## src/rtl/tpm_lc_pkg.sv

```systemverilog
`timescale 1ns/1ps
package tpm_lc_pkg;

    localparam int ADDR_W = 12;
    localparam int DATA_W = 32;
    localparam int LEN_W  = 3;
    localparam int NBYTES = DATA_W / 8;

    localparam logic [ADDR_W-1:0] A_ACCESS = 12'h000;
    localparam logic [ADDR_W-1:0] A_STATUS = 12'h018;
    localparam logic [ADDR_W-1:0] A_IDENT  = 12'hF00;
    localparam logic [ADDR_W-1:0] A_REVID  = 12'hF04;

    localparam int ACC_VALID_BIT  = 7;
    localparam int ACC_ACTIVE_BIT = 5;
    localparam int ACC_ASK_BIT    = 1;
    localparam int ACC_ESTAB_BIT  = 0;
    localparam int FAM_LSB        = 26;
    localparam logic [1:0] FAM_TPM2 = 2'b01;

    typedef enum logic [3:0] {
        ST_IDLE,
        ST_GET_ID,
        ST_PEEK_ACC,
        ST_DROP_LOC,
        ST_RECHECK_ACC,
        ST_ASK_LOC,
        ST_CONFIRM_LOC,
        ST_GET_STS,
        ST_GET_REV
    } seq_state_e;

    typedef enum logic [1:0] {
        ERR_NONE   = 2'd0,
        ERR_RESET  = 2'd1,
        ERR_CLAIM  = 2'd2,
        ERR_FAMILY = 2'd3
    } seq_err_e;

    typedef struct packed {
        logic              write;
        logic [ADDR_W-1:0] addr;
        logic [LEN_W-1:0]  len;
        logic [DATA_W-1:0] wdata;
    } bus_req_t;

endpackage

```

## src/rtl/tpm_lc_reqmap.sv

```systemverilog
`timescale 1ns/1ps
module tpm_lc_reqmap
    import tpm_lc_pkg::*;
(
    input  seq_state_e state,
    output bus_req_t   req
);

    localparam logic [DATA_W-1:0] REL_BYTE = DATA_W'(1) << ACC_ACTIVE_BIT;
    localparam logic [DATA_W-1:0] ASK_BYTE = DATA_W'(1) << ACC_ASK_BIT;
    localparam logic [LEN_W-1:0]  ONE      = LEN_W'(1);
    localparam logic [LEN_W-1:0]  WORD     = LEN_W'(NBYTES);

    always_comb begin
        req = '0;
        unique case (state)
            ST_IDLE:        req = '0;
            ST_GET_ID:      req = '{write: 1'b0, addr: A_IDENT,  len: WORD, wdata: '0};
            ST_PEEK_ACC:    req = '{write: 1'b0, addr: A_ACCESS, len: ONE,  wdata: '0};
            ST_DROP_LOC:    req = '{write: 1'b1, addr: A_ACCESS, len: ONE,  wdata: REL_BYTE};
            ST_RECHECK_ACC: req = '{write: 1'b0, addr: A_ACCESS, len: ONE,  wdata: '0};
            ST_ASK_LOC:     req = '{write: 1'b1, addr: A_ACCESS, len: ONE,  wdata: ASK_BYTE};
            ST_CONFIRM_LOC: req = '{write: 1'b0, addr: A_ACCESS, len: ONE,  wdata: '0};
            ST_GET_STS:     req = '{write: 1'b0, addr: A_STATUS, len: WORD, wdata: '0};
            ST_GET_REV:     req = '{write: 1'b0, addr: A_REVID,  len: ONE,  wdata: '0};
            default:        req = '0;
        endcase
    end

endmodule

```

## src/rtl/tpm_lc_collect.sv

```systemverilog
`timescale 1ns/1ps
module tpm_lc_collect #(
    parameter int BYTES = 4,
    parameter int LEN_W = 3
) (
    input  logic               clk,
    input  logic               rst_n,
    input  logic               active,
    input  logic               is_write,
    input  logic [LEN_W-1:0]   len,
    input  logic               rsp_valid,
    input  logic [7:0]         rsp_byte,
    output logic               done,
    output logic [8*BYTES-1:0] word
);

    logic [LEN_W-1:0] cnt;
    logic             take;
    logic             take_rd;

    assign take    = active && rsp_valid;
    assign take_rd = take && !is_write;
    assign done    = take && (is_write || (cnt == len - LEN_W'(1)));

    always_ff @(posedge clk) begin
        if (!rst_n) begin
            cnt <= '0;
        end else if (!active) begin
            cnt <= '0;
        end else if (take_rd) begin
            cnt <= cnt + LEN_W'(1);
        end
    end

    for (genvar g = 0; g < BYTES; g++) begin : g_lane
        logic [7:0] lane_q;
        logic       hit;

        assign hit = take_rd && (cnt == LEN_W'(g));

        always_ff @(posedge clk) begin
            if (!rst_n) begin
                lane_q <= '0;
            end else if (!active) begin
                lane_q <= '0;
            end else if (hit) begin
                lane_q <= rsp_byte;
            end
        end

        assign word[8*g +: 8] = hit ? rsp_byte : lane_q;
    end

endmodule

```

## src/rtl/tpm_lc_judge.sv

```systemverilog
`timescale 1ns/1ps
module tpm_lc_judge
    import tpm_lc_pkg::*;
(
    input  logic [DATA_W-1:0] word,
    output logic              loc_active,
    output logic              reset_ok,
    output logic              claim_ok,
    output logic              family_ok
);

    localparam logic [7:0] ESTAB_M = 8'(1) << ACC_ESTAB_BIT;
    localparam logic [7:0] VALID_M = 8'(1) << ACC_VALID_BIT;
    localparam logic [7:0] ACTV_M  = 8'(1) << ACC_ACTIVE_BIT;

    logic [7:0] acc_masked;

    assign acc_masked = word[7:0] & ~ESTAB_M;
    assign loc_active = word[ACC_ACTIVE_BIT];
    assign reset_ok   = (acc_masked == VALID_M);
    assign claim_ok   = (acc_masked == (VALID_M | ACTV_M));
    assign family_ok  = (word[FAM_LSB +: 2] == FAM_TPM2);

endmodule

```

## src/rtl/tpm_locality_seq.sv

```systemverilog
`timescale 1ns/1ps
module tpm_locality_seq
    import tpm_lc_pkg::*;
(
    input  logic              clk,
    input  logic              rst_n,
    input  logic              start,
    output logic              busy,
    output logic              done,
    output logic [1:0]        err_code,
    output logic [15:0]       vendor_id,
    output logic [15:0]       device_id,
    output logic [7:0]        revision,
    output logic              req_valid,
    output logic              req_write,
    output logic [ADDR_W-1:0] req_addr,
    output logic [LEN_W-1:0]  req_len,
    output logic [DATA_W-1:0] req_wdata,
    input  logic              rsp_valid,
    input  logic [7:0]        rsp_byte
);

    seq_state_e        state, nxt;
    seq_err_e          fail_code;
    logic              finish;
    logic              settle;
    logic              xfer_done;
    logic [DATA_W-1:0] xfer_word;
    bus_req_t          req;
    logic              loc_active, reset_ok, claim_ok, family_ok;

    tpm_lc_reqmap u_map (
        .state (state),
        .req   (req)
    );

    assign busy      = (state != ST_IDLE);
    assign req_valid = busy && !settle;
    assign req_write = req.write;
    assign req_addr  = req.addr;
    assign req_len   = req.len;
    assign req_wdata = req.wdata;

    tpm_lc_collect #(
        .BYTES (NBYTES),
        .LEN_W (LEN_W)
    ) u_collect (
        .clk       (clk),
        .rst_n     (rst_n),
        .active    (req_valid),
        .is_write  (req.write),
        .len       (req.len),
        .rsp_valid (rsp_valid),
        .rsp_byte  (rsp_byte),
        .done      (xfer_done),
        .word      (xfer_word)
    );

    tpm_lc_judge u_judge (
        .word       (xfer_word),
        .loc_active (loc_active),
        .reset_ok   (reset_ok),
        .claim_ok   (claim_ok),
        .family_ok  (family_ok)
    );

    // Next-state selection
    always_comb begin
        nxt       = state;
        finish    = 1'b0;
        fail_code = ERR_NONE;
        unique case (state)
            ST_IDLE: begin
                if (start) nxt = ST_GET_ID;
            end
            ST_GET_ID: begin
                if (xfer_done) nxt = ST_PEEK_ACC;
            end
            ST_PEEK_ACC: begin
                if (xfer_done) begin
                    if (loc_active) begin
                        nxt = ST_DROP_LOC;
                    end else if (reset_ok) begin
                        nxt = ST_ASK_LOC;
                    end else begin
                        nxt       = ST_IDLE;
                        finish    = 1'b1;
                        fail_code = ERR_RESET;
                    end
                end
            end
            ST_DROP_LOC: begin
                if (xfer_done) nxt = ST_RECHECK_ACC;
            end
            ST_RECHECK_ACC: begin
                if (xfer_done) begin
                    if (reset_ok) begin
                        nxt = ST_ASK_LOC;
                    end else begin
                        nxt       = ST_IDLE;
                        finish    = 1'b1;
                        fail_code = ERR_RESET;
                    end
                end
            end
            ST_ASK_LOC: begin
                if (xfer_done) nxt = ST_CONFIRM_LOC;
            end
            ST_CONFIRM_LOC: begin
                if (xfer_done) begin
                    if (claim_ok) begin
                        nxt = ST_GET_STS;
                    end else begin
                        nxt       = ST_IDLE;
                        finish    = 1'b1;
                        fail_code = ERR_CLAIM;
                    end
                end
            end
            ST_GET_STS: begin
                if (xfer_done) begin
                    if (family_ok) begin
                        nxt = ST_GET_REV;
                    end else begin
                        nxt       = ST_IDLE;
                        finish    = 1'b1;
                        fail_code = ERR_FAMILY;
                    end
                end
            end
            ST_GET_REV: begin
                if (xfer_done) begin
                    nxt    = ST_IDLE;
                    finish = 1'b1;
                end
            end
            default: nxt = ST_IDLE;
        endcase
    end

    // State register
    always_ff @(posedge clk) begin
        if (!rst_n) begin
            state  <= ST_IDLE;
            settle <= 1'b0;
        end else begin
            state  <= nxt;
            settle <= xfer_done;
        end
    end

    // Result registers
    always_ff @(posedge clk) begin
        if (!rst_n) begin
            done      <= 1'b0;
            err_code  <= ERR_NONE;
            vendor_id <= '0;
            device_id <= '0;
            revision  <= '0;
        end else if (state == ST_IDLE) begin
            if (start) begin
                done      <= 1'b0;
                err_code  <= ERR_NONE;
                vendor_id <= '0;
                device_id <= '0;
                revision  <= '0;
            end
        end else if (xfer_done) begin
            if (state == ST_GET_ID) begin
                vendor_id <= xfer_word[15:0];
                device_id <= xfer_word[31:16];
            end
            if (state == ST_GET_REV) begin
                revision <= xfer_word[7:0];
            end
            if (finish) begin
                done     <= 1'b1;
                err_code <= fail_code;
            end
        end
    end

endmodule

```

## config.mk

```make
export PLATFORM = sky130hd
export DESIGN_NAME = tpm_locality_seq
export DESIGN_NICKNAME = d
export VERILOG_FILES = /design/src/rtl/tpm_lc_pkg.sv /design/src/rtl/tpm_lc_reqmap.sv /design/src/rtl/tpm_lc_collect.sv /design/src/rtl/tpm_lc_judge.sv /design/src/rtl/tpm_locality_seq.sv
export SDC_FILE = /design/constraint.sdc
export NUM_CORES = 1
export LEC_CHECK = 0
export BUFFER_PORTS_ARGS = -buffer_cell sky130_fd_sc_hd__buf_2
export CORE_MARGIN = 1
export CORE_UTILIZATION = 30
export CTS_CLUSTER_SIZE = 25
export DETAILED_ROUTE_END_ITERATION = 16
export GPL_TIMING_DRIVEN = 0
export PLACE_DENSITY = 0.62
export SLEW_MARGIN = 20
export SYNTH_ARGS = -nofsm -noshare
export SYNTH_HDL_FRONTEND = slang
export SYNTH_SLANG_ARGS = --single-unit
export TNS_END_PERCENT = 5
```

## constraint.sdc

```tcl
create_clock -name clk -period 6 [get_ports clk]
set_input_delay 0.9 -clock clk [delete_from_list [all_inputs] [get_ports clk]]
set_output_delay 0.9 -clock clk [all_outputs]
set_load 0.02 [all_outputs]
```

==> results of run 1 <==
==> state kept, by name, summed over array words and instances, names as in the netlist <==
signal and flops:
u_collect.cnt 3, vendor_id 16, err_code 2, revision 8, u_collect.g_lane.lane_q 32, device_id 16
state 4, settle 1, u_map.req 8, done 1
==> synthesized netlist by cell type (2+ instances only) <==
cell	count	area [um2]
dfxtp_1	91	1820
nand2_1	63	236
nor2_1	63	236
a21oi_1	45	225
buf_4	44	330
mux2i_1	36	360
clkbuf_1	18	67.6
or3_1	16	100
inv_1	12	45.0
nor3_1	11	55.1
and2_1	7	43.8
nand3_1	7	35.0
ha_1	5	62.6
o21ai_0	5	25.0
buf_2	4	20.0
a211oi_1	3	22.5
nand2_2	3	18.8
nand2b_1	3	18.8
nor4_1	3	18.8
o21ai_1	3	15.0
xnor2_1	3	26.3
and3_1	2	12.5
mux2_2	2	22.5
nand3b_1	2	15.0
o211ai_1	2	15.0
o221ai_1	2	17.5
o31ai_1	2	15.0
==> cell type report <==
cell class,count,area (um2),area share [%]
multi-input cells,346,1960,38.3
flip-flops and latches,91,1820,35.5
plain buffers,66,418,8.14
repair buffers,67,335,6.53
clock buffers,10,229,4.46
well taps,176,220,4.29
clock inverters,6,96.3,1.88
inverters,13,48.8,0.951
==> layer usage <==
layer / GRT usage, % / part of all wire, %
met5: 0 / 0
met2: 24.9 / 45
met4: 6.25 / 1.6
met3: 3.50 / 6.0
met1: 19.6 / 47
==> power by group through the flow <==
stage                     combinational, mW  clock [mW]  sequential, mW
after floorplan                       0.467           0           0.695
after global placement                0.669           0           0.674
after detailed placement              0.677           0           0.675
after CTS                             0.681       0.631           0.662
after global routing                  0.750       0.659           0.665
final                                 0.678       0.615           0.661
==> metrics by stage <==
step	power, mW	cell area [um2]
3_3_place_gp	1.34	4810
3_5_place_dp	1.35	4810
2_1_floorplan	1.16	4250
5_1_grt	2.07	5130
4_1_cts	1.97	5130
6_report	1.96	5130
==> kinds of logic (layout without fill, tap and decap cells) <==
group / Yosys count / in the layout / synth area share (%)
xor gates and xnor gates: 3 / 3 / 0.638
and+or+nand+nor: 188 / 188 / 21.3
DFF: 91 / 91 / 44.2
other: 1 / 36 / 0.0910
adders and majority gates: 5 / 5 / 1.52
AOI/OAI and AO/OA: 76 / 76 / 11.6
buffers and inverters: 79 / 162 / 11.3
muxes: 38 / 38 / 9.29
==> how the worst max path moves through the flow <==
stage | cells past startpoint | to | slack [ns] | startpoint
floorplan | 8 | done | 3.29 | rsp_valid
CTS | 9 | u_map.req[32] | 3.00 | state[3]
finish | 9 | u_map.req[32] | 3.03 | state[3]
global placement | 9 | done | 2.98 | rsp_valid
detailed placement | 9 | done | 2.93 | rsp_valid
global route | 9 | u_map.req[32] | 2.77 | state[3]
==> worst reg2reg max path, cell delays in order, from the launching register on <==
cell	delay, ns
dfxtp_1	0.30
buf_4	0.16
nor4_4	0.56
inv_2	0.21
nand3_1	0.17
mux2i_1	0.34
o211ai_1	0.18
o311ai_1	0.54
o21ai_1	0.23
o221ai_1	0.21
==> metrics, run 1 <==
gr usage total=between 15 and 20%; outcome=completed; drt total wl=10500 um; share of power burned in registers=roughly a third; largest net degree at the start of global routing=17; Max Clock Skew=0.00823 ns; Post-Place Worst Slack=about 2.9 ns; Startpoint Class=flop; hold endpoint=vendor_id[11]; HP Start=vendor_id[11]; mapped cell area=between 4000 and 5000 um2; Via density=4.53; worst-path cell chain=buf_4 -> nor4_4 -> inv_2 -> nand3_1 -> mux2i_1 -> o211ai_1 -> o311ai_1 -> o21ai_1 -> o221ai_1; initial antenna violation count=0; share of cells above drive strength 1=24.2%; Die W=around 120 um; Cells on Worst Hold Path=2; post-placement cell count=759; fillers=1382; antenna viol nets, final=0; combinational power share=a little over a third; post-synthesis sequential area ratio=between 40% and 50%; post-route setup TNS=0 ns; Worst Path Arrival=around 3.2 ns; CTS buffer count=9; RSZ-0062 raised after global routing=no; commonest non-fill, non-tap cell in the layout=dfxtp_1; die area=around 14000 um2; CTS tree=done; critical path's largest stage delay=0.56 ns; cell count after synthesis=481; first-pass GRT wire length=17000 um; Synth Area per Inst=~8.6 um2; P_leak=between 2 and 2.5 nW; DRT iter0 DRCs=around 200; Internal=approximately 1.2 mW; Critical Path RT=6.26 ns; DR WL/cell=13.5 um; Period minus WS final=around 3.0 ns; drc violations=0; maxcap violations=0; # clock sinks=91; postcts setup bufs=0; #FFs+latches synth=91; reg2reg end=u_map.req[32]; CP max stage cell=nor4_4; Reg clk slew, reported paths=about 0.070 ns; grt total ovfl=0; Rows=between 40 and 50; most frequent cells in the layout=dfxtp_1, buf_2, nor2_1, nand2_1, a21oi_1; pins over their slew limit=0; Via Count=~3500; R2R depth=9; later-pin clock latency in the skew report=about 0.35 ns; H-tree levels=3; relative slew slack=57.6%; final non-filler cell total=slightly below 800; Die Y=between 100 and 150 um; WHS=0.450 ns; warnings from Yosys=0; Final Hold Viols=0; RePlAce Congestion=around 0.90; drt pass-1 iters=4; area delta synth->final=24.6%; clk root buf=clkbuf_16; final setup vio count=0; Hold Crit Class=flop to flop; clock network power share=31.5%; CP top delay family=compound AO/OA/AOI/OAI gates; NetSw=around 0.75 mW; Post-synth EDFFs=0; cts hold-fix bufs=0; Final WS setup=~3.0 ns; worst vdd rail ir drop=0.147 mV; Achievable Freq=approximately 340 MHz; port bufs=67; Post-CTS Resized=0; HPWL after DPL=between 7000 and 8000 um; Final nets=between 600 and 700; number of global-route vias before repair=approximately 3300; WP buf/inv=2; Synth Flop Type=dfxtp_1; CP endpoint kind=flop; I/O pins=105; n_diodes=0; post-synthesis async set-or-reset flop share=0%; power density over cell area=between 300 and 400 nW/um2; initial core utilization=a little under a third; Sw Share=between 30% and 40%; R2R Path Start=state[3]; internal reg-to-reg setup slack=around 3 ns; core area=13300 um2; Worst Path Max Fanout=9; Crit Path Class=flop to flop; CTS Buffer Depth=2; Final period util=roughly half; slew of the pin with the lowest slew margin=about 0.63 ns; Yosys cell types=~50; final core occ=between 30% and 40%
No activity file was read; power rests on OpenSTA's default activity.
==> run 2, diff against run 1 <==
Settings changed: ABC_AREA set to 1.
Clock period 6 ns to 2.9 ns, I/O delays scaled along.
==> run 2 against run 1 <==
Routed wire length decreased by 5.3%. Synthesized area increased by 0.52%. Setup slack got worse by 2.6 ns. Largest power group is now sequential cells. Highest routed layer unchanged.
==> metrics, run 2 <==
Worst Path Arrival=2.74 ns (was 3.24 ns); CP max stage cell=dfxtp_1 (was nor4_4); synth top area cells=dfxtp_1, nor2_1, buf_4, nand2_1, o211a_1 (was dfxtp_1, mux2i_1, buf_4, nand2_1, nor2_1); RePlAce Congestion=0.870 (was 0.899); Post-Synth Simple-Gate Area=22.5% (was 21.3%); gr usage total=14.7% (was 15.3%); slew of the pin with the lowest slew margin=0.573 ns (was 0.632 ns); maxcap violations=0 (unchanged); postcts setup bufs=0 (unchanged); initial core utilization=31.0% (about the same); Via Count=3545 (was 3508); HPWL after DPL=7480 um (was 7870 um); biggest regs=u_collect.g_lane.lane_q (32), device_id (16), vendor_id (16) (unchanged); post-synthesis sequential area ratio=44.0% (was 44.2%); final core occ=38.2% (was 38.6%); warnings from Yosys=0 (unchanged); Post-CTS Resized=0 (unchanged); grt total ovfl=0 (unchanged); # clock sinks=91 (unchanged); outcome=completed (unchanged); CTS Buffer Depth=2 (unchanged); first-pass GRT wire length=16700 um (was 17000 um); final setup vio count=0 (unchanged); Hold Crit Class=primary input to flop (was flop to flop); area of the multi-input gates=1870 um2 (was 1960 um2); Met2 Wirelength=4420 um (was 4710 um); RSZ-0062 raised after global routing=no (unchanged); commonest non-fill, non-tap cell in the layout=nor2_1 (was dfxtp_1); mapped cell area=4140 um2 (was 4120 um2); Final Hold Viols=0 (unchanged); drc violations=0 (unchanged); Achievable Freq=404 MHz (was 336 MHz); most frequent cell after synthesis=nor2_1 (was dfxtp_1); post-route setup TNS=0 ns (unchanged); die area=14300 um2 (was 14200 um2); I/O pins=105 (unchanged); Final period util=85.3% (was 49.6%); Yosys cell types=35 (was 51); area delta synth->final=23.0% (was 24.6%); #FFs+latches synth=91 (unchanged); met1 WL=4790 um (was 4960 um); share of cells above drive strength 1=23.6% (was 24.2%); adder-cell share of the synthesized area=1.51% (was 1.52%); number of global-route vias before repair=3383 (was 3345); share of the synthesized area in the top cell type=44.0% (was 44.2%); Max Clock Skew=0.0104 ns (was 0.00823 ns); cts hold-fix bufs=0 (unchanged); Largest register FFs=32 (unchanged); CP endpoint kind=flop (unchanged); Compound-Gate Fraction of Synth Area=16.9% (was 11.6%); initial antenna violation count=0 (unchanged); CTS tree=done (unchanged); antenna viol nets, final=0 (unchanged); H-tree levels=3 (unchanged); Synth Area per Inst=7.76 um2 (was 8.57 um2); pins over their slew limit=0 (unchanged); drt total wl=9900 um (was 10500 um); met3 wire length=575 um (was 622 um); Die Y=120 um (was 119 um); later-pin clock latency in the skew report=0.34 ns (was 0.35 ns); critical path's largest stage delay=0.41 ns (was 0.56 ns); clk root buf=clkbuf_16 (unchanged); dominant cell type by area after synthesis=dfxtp_1 (unchanged); relative slew slack=61.4% (was 57.6%); Rows=42 (unchanged); largest net degree at the start of global routing=16 (was 17); Synth Flop Type=dfxtp_1 (unchanged); DRT iter0 DRCs=173 (was 205); DR WL/cell=12.0 um (was 13.5 um); Period minus WS final=2.47 ns (was 2.97 ns); Via density=4.28 (was 4.53); Crit Path Class=flop to flop (unchanged); Highest Signal Layer=met4 (unchanged); Reg clk slew, reported paths=0.07 ns (about the same); Register Area=1820 um2 (unchanged); P_leak=2.61 nW (was 2.41 nW); Worst Path Max Fanout=10 (was 9); cell count after synthesis=534 (was 481); Largest Register=u_collect.g_lane.lane_q (unchanged); worst-path cell chain=nor2_2 -> nand2_4 -> inv_2 -> nor2_2 -> nand3_2 -> nand2_1 -> nand3_1 -> inv_1 -> buf_2 -> buf_4 -> nand3_1 -> a21oi_1 (was buf_4 -> nor4_4 -> inv_2 -> nand3_1 -> mux2i_1 -> o211ai_1 -> o311ai_1 -> o21ai_1 -> o221ai_1); most frequent cells in the layout=nor2_1, dfxtp_1, nand2_1, buf_2, inv_1 (was dfxtp_1, buf_2, nor2_1, nand2_1, a21oi_1); post-synthesis async set-or-reset flop share=0% (unchanged); port bufs=67 (unchanged); power density over cell area=626 nW/um2 (was 381 nW/um2); drt pass-1 iters=5 (was 4); Startpoint Class=flop (unchanged); worst vdd rail ir drop=0.432 mV (was 0.147 mV); largest family of logic cells by synthesized area=simple AND/OR/NAND/NOR gates (unchanged); core area=13300 um2 (about the same); n_diodes=0 (unchanged); Post-synth EDFFs=0 (unchanged); post-synthesis mux area share=0.725% (was 9.29%); fillers=1485 (was 1382); Final nets=664 (was 611); Critical Path RT=3.16 ns (was 6.26 ns); XOR/XNOR Fraction of Synth Area=0.211% (was 0.638%); CTS buffer count=9 (unchanged); Synth top cells by count=nor2_1, dfxtp_1, nand2_1, inv_1, o21ai_0 (was dfxtp_1, nand2_1, nor2_1, a21oi_1, buf_4); Die W=120 um (was 119 um)
-- run 2: changes by cell type in the layout (fill, tap and decap cells not counted), moves of 16 or more --
cell | previous run | this run
o211a_1 | 1 | 23
mux2i_1 | 36 | 3
or3_1 | 16 | 0
nor2_1 | 63 | 95
a21oi_1 | 45 | 28
inv_1 | 12 | 48
o21ai_0 | 5 | 46
-- run 2: logic make-up after synthesis --
logic type	Yosys count
simple gates	212
buf+inv	112
compound gates	109
flops	91
fa+ha+maj	5
mux	3
other cells	1
xor+xnor	1
-- run 2: cell type report --
type	instances	share of cell area, %
Tap cell	176	4.32
Multi-Input combinational cell	366	36.7
Clock buffer	11	4.57
Inverter	50	3.68
Sequential cell	91	35.7
Timing Repair Buffer	67	6.58
Clock inverter	5	0.687
Buffer	62	7.73
-- run 2: through the flow --
stage          worst slack, ns  cells  total power [mW]  instance area (um2)  hold slack [ns]
4_1_cts                  0.400    828              3.23                 5100            0.428
5_1_grt                  0.100    828              3.36                 5100            0.453
6_report                 0.427    828              3.19                 5100            0.431
3_5_place_dp             0.414    812              2.14                 4830            0.452
2_1_floorplan            0.860    569              1.94                 4270            0.442
3_3_place_gp             0.380    812              2.14                 4830            0.450
-- run 2: report_power, final --
| group | internal [mW] | total, mW | switching [mW] |
|---|---|---|---|
| logic | 0.235 | 0.732 | 0.497 |
| registers | 1.33 | 1.38 | 0.0471 |
| clock network | 0.585 | 1.08 | 0.493 |
| total | 2.15 | 3.19 | 1.04 |
-- run 2: metal layers --
layer  vias up  GRT usage [%]
met5         -              0
met4         0           4.06
met3         7           3.75
met2       100           24.1
met1      1568           19.2
li1       1870              -
-- run 2: critical path: cells and delay by family (launching register included) --
| family | cells | cell delay, ns |
|---|---|---|
| buffers and inverters | 4 | 0.72 |
| DFF | 1 | 0.41 |
| AOI/OAI and AO/OA | 1 | 0.13 |
| and+or+nand+nor | 7 | 1.12 |
-- run 2: worst paths after layout --
path	from	to	slack, ns	cells after the start
setup / recovery	state[1]	device_id[10]	0.43	12
hold / removal	rsp_byte[7]	u_collect.g_lane[2].lane_q[7]	0.43	3
setup reg to reg	state[1]	device_id[10]	0.43	12
hold reg to reg	revision[4]	revision[4]	0.46	2
==> run 3, diff against run 2 <==
--- a/config.mk
+++ b/config.mk
@@ -18,2 +18,3 @@
 export SYNTH_HDL_FRONTEND = slang
+export SYNTH_HIERARCHICAL = 1
 export SYNTH_SLANG_ARGS = --single-unit
==> constraint.sdc (replaced) <==
create_clock -name clk -period 2.9 [get_ports clk]
set_input_delay 0.29 -clock clk [delete_from_list [all_inputs] [get_ports clk]]
set_output_delay 0.29 -clock clk [all_outputs]
set_load 0.02 [all_outputs]
==> run 3 against run 2 <==
Clock skew shrank 0.0020 ns. Routed wire length grew 0.57%. Combinational power grew to 2.6 times the previous value. Sequential power shrank 6%. Non-clock buffer count grew 8. Worst hold slack lost 0.15 ns. Power grew 37%. Via count grew 7.2%. Core utilization grew 1.4 points. Cell count grew 6.5%. Largest cell class unchanged.
==> metrics, run 3 <==
Synth top cells by count=nand2_1, dfxtp_1, a21oi_1, inv_1, buf_4 (was nor2_1, dfxtp_1, nand2_1, inv_1, o21ai_0); post-route setup TNS=0 ns (unchanged); WHS=0.278 ns (was 0.431 ns); Yosys cell types=26 (was 35); maxcap violations=0 (unchanged); Synth Area per Inst=7.07 um2 (was 7.76 um2); Pwr Total=4.38 mW (was 3.19 mW); n_diodes=0 (unchanged); commonest non-fill, non-tap cell in the layout=nand2_1 (was nor2_1); most frequent cell after synthesis=nand2_1 (was nor2_1); H-tree levels=3 (unchanged); Crit Path Class=flop to flop (unchanged); RePlAce Congestion=0.813 (was 0.870); initial core utilization=30.8% (was 31.0%); pins over their slew limit=0 (unchanged); CP endpoint kind=flop (unchanged); gr usage total=14.2% (was 14.7%); final non-filler cell total=882 (was 828); HP Start=rsp_byte[3] (was rsp_byte[7]); worst-path cell chain=nor2_4 -> nand2_4 -> inv_2 -> nor2_4 -> nand2_2 -> nor2_4 -> buf_4 -> nand3_4 -> nand2_1 -> nand2_2 -> nor2_1 -> nand2_1 -> nor2_2 -> inv_1 -> nand3_1 -> nand2_1 -> inv_1 -> nand2_1 -> nand2_2 -> nand2_1 -> nand2_1 -> a21oi_1 (was nor2_2 -> nand2_4 -> inv_2 -> nor2_2 -> nand3_2 -> nand2_1 -> nand3_1 -> inv_1 -> buf_2 -> buf_4 -> nand3_1 -> a21oi_1); initial antenna violation count=0 (unchanged); mapped cell area=4080 um2 (was 4140 um2); die area=14100 um2 (was 14300 um2); reg2reg end=err_code[0] (was device_id[10]); Period minus WS final=2.66 ns (was 2.47 ns); DR WL/cell=11.3 um (was 12.0 um); largest family of logic cells by synthesized area=simple AND/OR/NAND/NOR gates (unchanged); area delta synth->final=28.3% (was 23.0%); Cells on Worst Hold Path=3 (unchanged); Max Clock Skew=0.00843 ns (was 0.0104 ns); Internal=2.63 mW (was 2.15 mW); P_leak=2.49 nW (was 2.61 nW); first-pass GRT wire length=16100 um (was 16700 um); Global Route met3 Usage=3.76% (was 3.75%); most frequent cells in the layout=nand2_1, dfxtp_1, buf_2, a21oi_1, buf_4 (was nor2_1, dfxtp_1, nand2_1, buf_2, inv_1); grt total ovfl=0 (unchanged); number of global-route vias before repair=3262 (was 3383); Final WS setup=0.239 ns (was 0.427 ns); post-synthesis mux area share=0% (was 0.725%); Sw Share=39.9% (was 32.5%); clk root buf=clkbuf_16 (unchanged); cts hold-fix bufs=0 (unchanged); hold endpoint=u_collect/g_lane[2].lane_q[3] (was u_collect.g_lane[2].lane_q[7]); power density over cell area=836 nW/um2 (was 626 nW/um2); Post-synth EDFFs=0 (unchanged); Reg clk slew, reported paths=0.06 ns (was 0.07 ns); HPWL after DPL=7290 um (was 7480 um); internal reg-to-reg setup slack=0.24 ns (was 0.43 ns); drt pass-1 iters=4 (was 5); share of the synthesized area in the top cell type=40.7% (was 44.0%); final setup vio count=0 (unchanged); CP max stage cell=dfxtp_4 (was dfxtp_1); Largest Register=u_collect/g_lane.lane_q (was u_collect.g_lane.lane_q); worst vdd rail ir drop=0.315 mV (was 0.432 mV); Hold Crit Class=primary input to flop (unchanged); CTS buffer count=9 (unchanged); RSZ-0062 raised after global routing=yes (was no); #FFs+latches synth=83 (was 91); slew of the pin with the lowest slew margin=0.574 ns (was 0.573 ns); port bufs=68 (was 67); Post-Synth Simple-Gate Area=30.2% (was 22.5%); outcome=completed (unchanged); warnings from Yosys=6 (was 0); core area=13200 um2 (was 13300 um2); drc violations=0 (unchanged); met1 usage=19.5% (was 19.2%); post-synthesis async set-or-reset flop share=0% (unchanged); relative slew slack=61.7% (was 61.4%); Achievable Freq=376 MHz (was 404 MHz); synth top area cells=dfxtp_1, nand2_1, a21oi_1, buf_4, inv_1 (was dfxtp_1, nor2_1, buf_4, nand2_1, o211a_1); Via density=4.31 (was 4.28); critical path's largest stage delay=0.39 ns (was 0.41 ns); Crit path top cell by count=nand2_1; I/O pins=105 (unchanged); drt total wl=9960 um (was 9900 um); Worst Path Arrival=2.85 ns (was 2.74 ns); met2 Usage GRT=22.4% (was 24.1%); share of power burned in registers=29.8% (was 43.3%); Synth Flop Type=dfxtp_1 (unchanged); Die Y=119 um (was 120 um); CTS Buffer Depth=2 (unchanged); XOR/XNOR Fraction of Synth Area=0% (was 0.211%); R2R depth=22 (was 12); largest net degree at the start of global routing=14 (was 16); Startpoint Class=flop (unchanged); share of cells above drive strength 1=24.9% (was 23.6%); post-placement cell count=856 (was 812); antenna viol nets, final=0 (unchanged); Critical Path RT=3.09 ns (was 3.16 ns); cell count after synthesis=577 (was 534); Final nets=720 (was 664); Largest register FFs=32 (unchanged); # clock sinks=83 (was 91); Final period util=91.8% (was 85.3%); later-pin clock latency in the skew report=0.33 ns (was 0.34 ns); post-synthesis sequential area ratio=40.7% (was 44.0%); adder-cell share of the synthesized area=1.84% (was 1.51%); Post-Place Worst Slack=-0.275 ns (was 0.414 ns); R2R Path Start=state[0] (was state[1]); Final Hold Viols=0 (unchanged); layer with the highest usage=met2 (unchanged); Via Count=3800 (was 3545); CTS tree=done (unchanged); Compound-Gate Fraction of Synth Area=12.7% (was 16.9%); Worst Path Max Fanout=8 (was 10); biggest regs=u_collect/g_lane.lane_q (32), device_id (16), vendor_id (16) (was u_collect.g_lane.lane_q (32), device_id (16), vendor_id (16)); NetSw=1.74 mW (was 1.04 mW); Crit. Startpoint=state[0] (was state[1]); Die W=119 um (was 120 um); DRT iter0 DRCs=196 (was 173); Rows=42 (unchanged); clock network power share=27.3% (was 33.8%); combinational power share=42.9% (was 22.9%); dominant cell type by area after synthesis=dfxtp_1 (unchanged)
==> run 3: repair_timing <==
| action | in CTS | in global routing |
|---|---|---|
| setup buffers | 0 | 11 |
| setup endpoints to repair | 34 | 44 |
| gates cloned | 0 | 0 |
| pin swaps | 0 | 7 |
| resized for setup | 7 | 22 |
==> run 3: cell type report <==
cell class / count / area [um2]
sequential: 83 / 1680
clock inverter: 5 / 78.8
multi-input combinational: 417 / 2020
tap: 176 / 220
clock buffer: 10 / 229
buffer: 58 / 388
timing repair buffer: 79 / 420
fill: 1447 / 8010
inverter: 54 / 208
==> run 3: metrics by stage <==
stage,instance area (um2),util (%)
final,5240,39.5
after global routing,5240,39.5
after CTS,5100,38.5
after detailed placement,4770,36.0
after global placement,4770,36.0
after floorplan,4210,-
==> run 3: kinds of logic after synthesis <==
| logic type | Yosys count |
|---|---|
| adders and majority gates | 6 |
| buffers and inverters | 112 |
| and+or+nand+nor | 274 |
| other | 1 |
| AOI/OAI and AO/OA | 101 |
| DFF | 83 |
==> run 3: power by group through the flow <==
stage	combinational, mW	sequential (mW)	clock [mW]
final	1.88	1.30	1.20
after global routing	2.10	1.31	1.28
after CTS	1.75	1.32	1.23
after detailed placement	1.73	1.33	0
after global placement	1.73	1.33	0
after floorplan	1.23	1.39	0
==> run 3: worst max path at each step <==
| stage | endpoint | slack, ns | cells after the start |
|---|---|---|---|
| CTS | err_code[1] | 0.009 | 20 |
| global route | vendor_id[3] | -0.03 | 18 |
| finish | err_code[0] | 0.24 | 22 |
| global placement | err_code[0] | -0.29 | 21 |
| floorplan | err_code[0] | 0.06 | 21 |
| detailed placement | err_code[0] | -0.28 | 21 |
==> run 3: worst max-delay path: cells and delay by family, from the launching register on <==
kind / cells / cell delay (ns)
and+or+nand+nor: 17 / 1.68
DFF: 1 / 0.39
buffers and inverters: 4 / 0.38
AOI/OAI and AO/OA: 1 / 0.05
==> run 3: metal layers <==
metal / vias to the layer above / wire length, um
li1: 2012 / -
met1: 1680 / 4830
met2: 104 / 4600
met3: 4 / 494
met4: 0 / 39
met5: - / 0
